File: src/rtl/fti_pkg.sv
package fti_pkg;
   localparam int CODE_W = 2;
   localparam int N_CODES = 1 << CODE_W;
   typedef logic [CODE_W-1:0] code_t;
endpackage

File: src/rtl/fti_level_sel.sv
module fti_level_sel
   import fti_pkg::*;
#(
   parameter int CNT_W   = 5,
   parameter int CTRL_W  = 8,
   parameter int RX_LSB  = 6,
   parameter int TX_LSB  = 4,
   parameter int LVL_C0  = 1,
   parameter int LVL_C1  = 4,
   parameter int LVL_C2  = 8,
   parameter int LVL_C3  = 14
) (
   input  logic              clk,
   input  logic              rst_n,
   input  logic              wr_en,
   input  logic [CTRL_W-1:0] wr_data,
   input  logic              fifo_en,
   output logic [CNT_W-1:0]  level
);
   localparam int LVLS [N_CODES] = '{LVL_C0, LVL_C1, LVL_C2, LVL_C3};

   code_t rx_fld, tx_fld;
   code_t rx_shadow_q, tx_shadow_q, code_q;
   logic [CNT_W-1:0] table_lvl [N_CODES];

   assign rx_fld = wr_data[RX_LSB +: CODE_W];
   assign tx_fld = wr_data[TX_LSB +: CODE_W];

   // Level table built from the parameters
   for (genvar g = 0; g < N_CODES; g++) begin : g_tbl
      assign table_lvl[g] = CNT_W'(LVLS[g]);
   end

   // The field that changed most recently selects the shared code
   always_ff @(posedge clk or negedge rst_n) begin
      if (!rst_n) begin
         rx_shadow_q <= '0;
         tx_shadow_q <= '0;
         code_q      <= '0;
      end else if (wr_en) begin
         rx_shadow_q <= rx_fld;
         tx_shadow_q <= tx_fld;
         if (rx_fld != rx_shadow_q)
            code_q <= rx_fld;
         else if (tx_fld != tx_shadow_q)
            code_q <= tx_fld;
      end
   end

   assign level = fifo_en ? table_lvl[code_q] : CNT_W'(1);
endmodule

File: src/rtl/fti_rx_cmp.sv
module fti_rx_cmp #(
   parameter int CNT_W = 5
) (
   input  logic             clk,
   input  logic             rst_n,
   input  logic [CNT_W-1:0] cnt,
   input  logic [CNT_W-1:0] level,
   output logic             req
);
   always_ff @(posedge clk or negedge rst_n) begin
      if (!rst_n) req <= 1'b0;
      else        req <= (cnt >= level);
   end
endmodule

File: src/rtl/fti_tx_track.sv
module fti_tx_track #(
   parameter int CNT_W = 5
) (
   input  logic             clk,
   input  logic             rst_n,
   input  logic [CNT_W-1:0] cnt,
   input  logic [CNT_W-1:0] level,
   output logic             req
);
   logic over_q;
   logic req_d;

   // Select the falling-below rule or the empty rule
   always_comb begin
      if (over_q) req_d = (cnt < level);
      else        req_d = (cnt == '0);
   end

   always_ff @(posedge clk or negedge rst_n) begin
      if (!rst_n) begin
         over_q <= 1'b0;
         req    <= 1'b0;
      end else begin
         req <= req_d;
         if (cnt == '0)
            over_q <= 1'b0;
         else if (cnt > level)
            over_q <= 1'b1;
      end
   end
endmodule

File: src/rtl/fifo_trig_irq.sv
module fifo_trig_irq
   import fti_pkg::*;
#(
   parameter int DEPTH   = 16,
   parameter int CTRL_W  = 8,
   parameter int RX_LSB  = 6,
   parameter int TX_LSB  = 4,
   parameter int LVL_C0  = 1,
   parameter int LVL_C1  = 4,
   parameter int LVL_C2  = 8,
   parameter int LVL_C3  = 14,
   localparam int CNT_W  = $clog2(DEPTH + 1)
) (
   input  logic              clk,
   input  logic              rst_n,
   input  logic              wr_en,
   input  logic [CTRL_W-1:0] wr_data,
   input  logic              fifo_en,
   input  logic [CNT_W-1:0]  rx_cnt,
   input  logic [CNT_W-1:0]  tx_cnt,
   output logic              rx_req,
   output logic              tx_req
);
   // Elaboration-time parameter checks
   if (DEPTH < 2)
      $error("DEPTH must be at least 2");
   if (RX_LSB + CODE_W > CTRL_W || TX_LSB + CODE_W > CTRL_W)
      $error("selection field outside control byte");
   if (LVL_C0 < 1 || LVL_C1 < 1 || LVL_C2 < 1 || LVL_C3 < 1)
      $error("trigger levels must be at least 1");
   if (LVL_C0 > DEPTH || LVL_C1 > DEPTH || LVL_C2 > DEPTH || LVL_C3 > DEPTH)
      $error("trigger levels must not exceed DEPTH");

   logic [CNT_W-1:0] level;

   fti_level_sel #(
      .CNT_W(CNT_W), .CTRL_W(CTRL_W), .RX_LSB(RX_LSB), .TX_LSB(TX_LSB),
      .LVL_C0(LVL_C0), .LVL_C1(LVL_C1), .LVL_C2(LVL_C2), .LVL_C3(LVL_C3)
   ) u_sel (
      .clk(clk), .rst_n(rst_n), .wr_en(wr_en), .wr_data(wr_data),
      .fifo_en(fifo_en), .level(level)
   );

   fti_rx_cmp #(.CNT_W(CNT_W)) u_rx (
      .clk(clk), .rst_n(rst_n), .cnt(rx_cnt), .level(level), .req(rx_req)
   );

   fti_tx_track #(.CNT_W(CNT_W)) u_tx (
      .clk(clk), .rst_n(rst_n), .cnt(tx_cnt), .level(level), .req(tx_req)
   );
endmodule

File: config.mk
export PLATFORM = sky130hd
export DESIGN_NAME = fifo_trig_irq
export DESIGN_NICKNAME = d
export VERILOG_FILES = /design/src/rtl/fti_pkg.sv /design/src/rtl/fti_level_sel.sv /design/src/rtl/fti_rx_cmp.sv /design/src/rtl/fti_tx_track.sv /design/src/rtl/fifo_trig_irq.sv
export SDC_FILE = /design/constraint.sdc
export NUM_CORES = 1
export LEC_CHECK = 0
export ABC_CLOCK_PERIOD_IN_PS = 2220
export BUFFER_PORTS_ARGS = -buffer_cell sky130_fd_sc_hd__buf_2
export CAP_MARGIN = 40
export CELL_PAD_IN_SITES_DETAIL_PLACEMENT = 0
export CELL_PAD_IN_SITES_GLOBAL_PLACEMENT = 2
export CORE_MARGIN = 5
export CORE_UTILIZATION = 26
export DETAILED_ROUTE_END_ITERATION = 10
export PLACE_DENSITY = 0.84
export SETUP_SLACK_MARGIN = 0.2
export SLEW_MARGIN = 5
export SYNTH_ARGS = -nofsm -noshare
export SYNTH_HDL_FRONTEND = slang
export SYNTH_SLANG_ARGS = --single-unit
File: constraint.sdc
create_clock -name clk -period 2.22 [get_ports clk]
set_input_delay 0.111 -clock clk [delete_from_list [all_inputs] [get_ports clk]]
set_output_delay 0.111 -clock clk [all_outputs]
set_load 0.02 [all_outputs]
==> impl_metrics.ini, run 1 <==
[clocking]
cts_tree = done
clk_latency_ns = 0.26
numCtsBuffers = 3
post_cts_resized = 0
clk_pin_slew_ns = 0.06
clock_path_buffers = 2
cts-root-buf = clkbuf_4
cts_num_sinks = 9
htree_levels = 1

[logic_synthesis]
yosys.area_share.simple_pct = 13.7
synth_compound_area_share_pct = 17.9
ys_async_sr_fraction_pct = 100
synth_mux_area_share_pct = 1.90
ys_seq_area_share_pct = 38.0
synthXorXnorAreaFrac_pct = 5.91
avgSynthCellArea_um2 = 9.57
synth_top_family_by_area = compound AO/OA/AOI/OAI gates
synth-adder-area-share_pct = 16.9
synth_cells = 62
syn_nets = 92
synth_seq_cells = 9
yosys_warnings = 0
synth.distinct_cells = 22
yosys_most_used_dff = dfrtp_1
synth_edf_count = 0
syn_area_um2 = 593

[floorplanning]
die_h_um = 57.8
pin_count = 24
die_w_um = 57.8
start_util_pct = 27.1
dieArea_um2 = 3340
core_um2 = 2190
row_count = 17

[detailed_routing]
firstDrtPassIters = 4
routedWlPerCell_um = 10.6
route.antenna.remaining_nets = 0
drt_iter0_markers = 13
drt-total-wl_um = 1190
vias_per_cell = 4.53
num_vias = 512
drc = 0

[timing]
fmax_mhz = 535
fin_skew_ns = 0.00855
rsz0062_at_grt = no
worst_pin_slew_ns = 0.316
fin_tns_setup_ns = 0
min_period_over_period_pct = 84.2
slew_headroom_pct = 78.7
hold_viol = 0
drv_slew = 0
fin_crit_ns = 1.87
setup_violations = 0

[place]
post-dp-hpwl_um = 1020
gp_congestion = 0.744
io_buffers = 19
placedCellCount = 108

[critical_path]
cp_max_fo = 4
cp-start-kind = flop
reg2reg_depth = 6
cp.required_ns = 2.37
worstPathArrival_ns = 2.02
reg2reg_slack_ns = 0.35
worstPathCellList = o21ai_0 > ha_1 > nand2b_1 > a21o_1 > a21o_1 > a211o_1
reg2reg_to = u_rx.req$_DFF_PN0_
end_kind = flop
critPathSlowestCell = dfrtp_1
cpMostUsedCell = a21o_1
reg2reg_from = u_sel.code_q[1]$_DFFE_PN0P_
slowest_delay_ns = 0.40
path_class = flop to flop

[pwr]
p_leak_nw = 0.384
worst_ir_drop_vdd_v = 0.000334
p_per_area_nw_per_um2 = 574

[layout]
fillers = 245
area_delta_synth_final_pct = 27.4
final_cell_count_no_fill = 113
diodes = 0
final_util_pct = 34.5
drive_gt1_share_pct = 30.6
final_nets = 116

[worst_hold_path]
hp-class = input port to flop
holdPathStages = 2
worstHoldStart = rx_cnt[4]
hold_path_end = u_rx.req$_DFF_PN0_

[global_routing]
grt_max_degree = 10
grt_pass1_vias = 513
antenna_found_initial = 0
grt_overflow_total = 0
grt_pass1_wl_um = 2140
track_usage_pct = 8.00

[flow_run]
maxCapViolations = 0

[run_status]
status = completed
[repair_timing]
action	4_1_cts	5_1_grt
buffers inserted	0	0
setup endpoints to repair	0	0
hold buffers	1	0
endpoints found under the hold margin	9	0
[per-layer routing]
layer	share of wire, %	track usage, %	vias to the layer above	wire length (um)
met2	41	12.1	21	494
met1	47	9.84	223	562
met5	0	0	-	0
met4	0	3.97	0	0
met3	11	3.12	0	135
li1	-	-	268	-
[worst max path at each step]
stage / start / to / depth (start not counted)
2_1_floorplan: u_sel.code_q[1]$_DFFE_PN0P_ / u_rx.req$_DFF_PN0_ / 6
3_3_place_gp: u_sel.code_q[1]$_DFFE_PN0P_ / u_rx.req$_DFF_PN0_ / 6
3_5_place_dp: u_sel.code_q[1]$_DFFE_PN0P_ / u_rx.req$_DFF_PN0_ / 6
4_1_cts: u_sel.code_q[1]$_DFFE_PN0P_ / u_rx.req$_DFF_PN0_ / 6
5_1_grt: u_sel.code_q[1]$_DFFE_PN0P_ / u_rx.req$_DFF_PN0_ / 6
6_report: u_sel.code_q[1]$_DFFE_PN0P_ / u_rx.req$_DFF_PN0_ / 6
[Yosys cell counts, types with 2 or more instances]
cell / n / share of area, %
dfrtp_1: 9 / 38
a21o_1: 2 / 2.5
nand2_1: 8 / 5.1
o21ai_0: 6 / 5.1
o221ai_1: 2 / 3.0
nand3_1: 2 / 1.7
xor2_1: 4 / 5.9
ha_1: 8 / 17
inv_1: 8 / 5.1
[flip-flops by register name, summed over array words and instances, names as in the netlist]
| name | flops |
|---|---|
| u_rx.req | 1 |
| u_sel.code_q | 2 |
| u_sel.rx_shadow_q | 2 |
| u_sel.tx_shadow_q | 2 |
| u_tx.over_q | 1 |
| u_tx.req | 1 |
[cells in the final DEF (no fill, tap or decap)]
cell | Yosys | layout
buf_2 | 0 | 19
xor2_1 | 4 | 4
a211oi_1 | 1 | 1
a211o_1 | 1 | 1
clkbuf_4 | 0 | 3
nor3_1 | 1 | 1
nor2_2 | 1 | 1
nand2b_1 | 1 | 1
o41ai_2 | 1 | 1
inv_1 | 8 | 8
mux2_2 | 1 | 1
ha_1 | 8 | 8
nand3_1 | 2 | 2
dfrtp_1 | 9 | 9
o21ai_0 | 6 | 6
o22ai_1 | 1 | 1
nor4b_1 | 1 | 1
nand2_1 | 8 | 8
nor2_1 | 1 | 1
dlygate4sd3_1 | 0 | 1
o221ai_1 | 2 | 2
clkbuf_1 | 1 | 1
or4_4 | 1 | 1
a21o_1 | 2 | 2
a21oi_1 | 1 | 1
[cells by family after synthesis]
group,Yosys count
and+or+nand+nor,16
AOI/OAI and AO/OA,15
buffers and inverters,9
DFF,9
adders and majority gates,8
xor gates and xnor gates,4
muxes,1
[through the flow]
stage          instance area, um^2  hold WS, ns  setup slack [ns]  power (mW)
5_1_grt                        756       0.0383             0.249       0.468
3_3_place_gp                   719      -0.0268             0.355       0.311
3_5_place_dp                   719      -0.0256             0.321       0.313
2_1_floorplan                  593       -0.185             0.519       0.272
6_report                       756       0.0430             0.350       0.434
4_1_cts                        756       0.0412             0.312       0.442
[report_power, final]
part	internal, mW	switching [mW]
registers	0.182	0.0116
logic	0.0544	0.0615
clock network	0.0691	0.0553
[area by class of cell]
| cell class | count | area [um^2] | share of cell area [%] |
|---|---|---|---|
| multi-input cells | 44 | 334 | 44.2 |
| well taps | 28 | 35.0 | 4.64 |
| inverters | 8 | 30.0 | 3.97 |
| clock buffers | 4 | 26.3 | 3.48 |
| flip-flops and latches | 9 | 225 | 29.8 |
| repair buffers | 20 | 105 | 13.9 |
[worst max-delay path, delay by kind of cell, from the launching register on]
family                   cells  cell delay (ns)
AND/OR/NAND/NOR              1             0.14
flip-flops                   1             0.40
adder cells (fa/ha/maj)      1             0.29
AO/OA/AOI/OAI                4             0.93
(Power assumes the default switching activity.)
==> run 2: changes to the inputs <==
--- a/config.mk
+++ b/config.mk
@@ -5,7 +5,7 @@
 export SDC_FILE = /design/constraint.sdc
 export NUM_CORES = 1
 export LEC_CHECK = 0
-export ABC_CLOCK_PERIOD_IN_PS = 2220
+export ABC_CLOCK_PERIOD_IN_PS = 1800
 export BUFFER_PORTS_ARGS = -buffer_cell sky130_fd_sc_hd__buf_2
 export CAP_MARGIN = 40
 export CELL_PAD_IN_SITES_DETAIL_PLACEMENT = 0
==> constraint.sdc (replaced) <==
create_clock -name clk -period 1.8 [get_ports clk]
set_input_delay 0.09 -clock clk [delete_from_list [all_inputs] [get_ports clk]]
set_output_delay 0.09 -clock clk [all_outputs]
set_load 0.02 [all_outputs]
==> run 2 against run 1 <==
  * Core utilization up 3.5 points
  * Flip-flop and latch count unchanged
  * Global-route usage up 0.14 points
  * Final cell count up 4.4%
  * Die area unchanged
  * Largest cell class unchanged
==> impl_metrics.ini, run 2 (synthesized netlist as in run 1, its figures left out) <==
[timing]
slew_headroom_pct = 81.0
worst_pin_slew_ns = 0.282
fin_crit_ns = 1.63
fin_tns_setup_ns = 0
setup_violations = 0
min_period_over_period_pct = 90.7
drv_slew = 0
fmax_mhz = 612
rsz0062_at_grt = yes
hold_viol = 0
fin_skew_ns = 0.000705

[clocking]
clk_latency_ns = 0.26
clk_pin_slew_ns = 0.06
numCtsBuffers = 3
cts_tree = done
cts-root-buf = clkbuf_4
cts_num_sinks = 9
htree_levels = 1
clock_path_buffers = 2

[run_status]
status = completed

[detailed_routing]
drt_iter0_markers = 1
firstDrtPassIters = 3
drt-total-wl_um = 1280
route.antenna.remaining_nets = 0
drc = 0
vias_per_cell = 4.47
num_vias = 528
routedWlPerCell_um = 10.8

[critical_path]
reg2reg_to = u_rx.req$_DFF_PN0_
cp-start-kind = flop
cp_max_fo = 3
path_class = flop to flop
reg2reg_slack_ns = 0.17
cp.required_ns = 1.94
worstPathArrival_ns = 1.78
reg2reg_depth = 6
reg2reg_from = u_sel.code_q[0]$_DFFE_PN0P_
end_kind = flop

[global_routing]
grt_max_degree = 10
gr-usage-met3_pct = 3.56
grt_pass1_wl_um = 2080
antenna_found_initial = 0
grt.busiest_layer = met2
grt_pass1_vias = 507
grt_overflow_total = 0
use_met2_pct = 11.6
track_usage_pct = 8.13
met1_usage_pct = 10.4

[floorplanning]
start_util_pct = 27.1
die_h_um = 57.8
core_um2 = 2190
row_count = 17
die_w_um = 57.8
dieArea_um2 = 3340
pin_count = 24

[pwr]
power_frac_seq_pct = 40.6
worst_ir_drop_vdd_v = 0.000402
pwr-share-clk_pct = 26.0
p_sw_mw = 0.177
p_per_area_nw_per_um2 = 706
p_leak_nw = 0.415
p_int_mw = 0.411
combPwrFrac_pct = 33.5
swShare_pct = 30.1
finalPower_mw = 0.587

[layout]
diodes = 0
final_cell_mix = buf_2 (19), dfrtp_1 (9), inv_1 (8)
reg.largest.list = u_sel.code_q (2), u_sel.rx_shadow_q (2), u_sel.tx_shadow_q (2)
drive_gt1_share_pct = 42.2
area_delta_synth_final_pct = 40.3
final_nets = 121
final_cell_count_no_fill = 118
final_common_cell = buf_2

[place]
post-dp-hpwl_um = 1040
gp_congestion = 0.748
io_buffers = 19
placedCellCount = 108

[worst_hold_path]
worstHoldStart = rx_cnt[4]
holdPathStages = 2
hp-class = input port to flop
hold_path_end = u_rx.req$_DFF_PN0_

[flow_run]
maxCapViolations = 0
run 2: layer usage:
layer | up-vias | share of wire [%]
li1 | 278 | -
met1 | 230 | 45
met3 | 0 | 9.6
met2 | 20 | 45
met5 | - | 0
met4 | 0 | 0
run 2: cell type report:
class                      instances  area, um^2
fill                             229        1360
tap                               28        35.0
clock buffer                       4        26.3
multi-input combinational         44         373
inverter                           8        30.0
timing repair buffer              25         143
sequential                         9         225
run 2: worst max path at each step:
| stage | from | endpoint | slack, ns | cells past startpoint |
|---|---|---|---|---|
| floorplan | u_sel.code_q[0]$_DFFE_PN0P_ | u_rx.req$_DFF_PN0_ | 0.22 | 6 |
| global placement | u_sel.code_q[0]$_DFFE_PN0P_ | u_rx.req$_DFF_PN0_ | 0.1 | 6 |
| detailed placement | u_sel.code_q[0]$_DFFE_PN0P_ | u_rx.req$_DFF_PN0_ | 0.06 | 6 |
| CTS | u_sel.code_q[1]$_DFFE_PN0P_ | u_rx.req$_DFF_PN0_ | 0.17 | 6 |
| global route | u_sel.code_q[0]$_DFFE_PN0P_ | u_rx.req$_DFF_PN0_ | 0.09 | 6 |
| finish | u_sel.code_q[0]$_DFFE_PN0P_ | u_rx.req$_DFF_PN0_ | 0.17 | 6 |
run 2: repair_timing:
item / 4_1_cts / 5_1_grt
gates cloned: 0 / 0
setup buffers: 4 / 1
setup endpoints to repair: 1 / 3
pin swaps: 2 / 2
hold endpoints to repair: 9 / 0
resized for setup: 1 / 6
hold buffers: 1 / 0
run 2: stage by stage:
stage | area, um^2 | util, % | hold WS, ns | setup slack [ns]
6_report | 832 | 38.0 | 0.0272 | 0.167
3_5_place_dp | 719 | 32.8 | -0.0450 | 0.0607
5_1_grt | 832 | 38.0 | 0.0327 | 0.0900
2_1_floorplan | 593 | - | -0.206 | 0.215
4_1_cts | 790 | 36.0 | 0.0291 | 0.168
3_3_place_gp | 719 | 32.8 | -0.0468 | 0.0985
run 2: power groups by stage:
stage | clock network, mW | registers, mW | logic [mW]
2_1_floorplan | 0 | 0.247 | 0.0888
3_3_place_gp | 0 | 0.242 | 0.142
3_5_place_dp | 0 | 0.244 | 0.145
4_1_cts | 0.161 | 0.239 | 0.172
5_1_grt | 0.175 | 0.241 | 0.223
6_report | 0.152 | 0.238 | 0.197
run 2: worst max-delay path, stage by stage, from the launching register on:
cell and delay [ns]:
dfrtp_1 0.40, o21ai_2 0.18, ha_1 0.24, nand2b_1 0.13
a21o_1 0.15, a21o_1 0.17, a211o_1 0.25
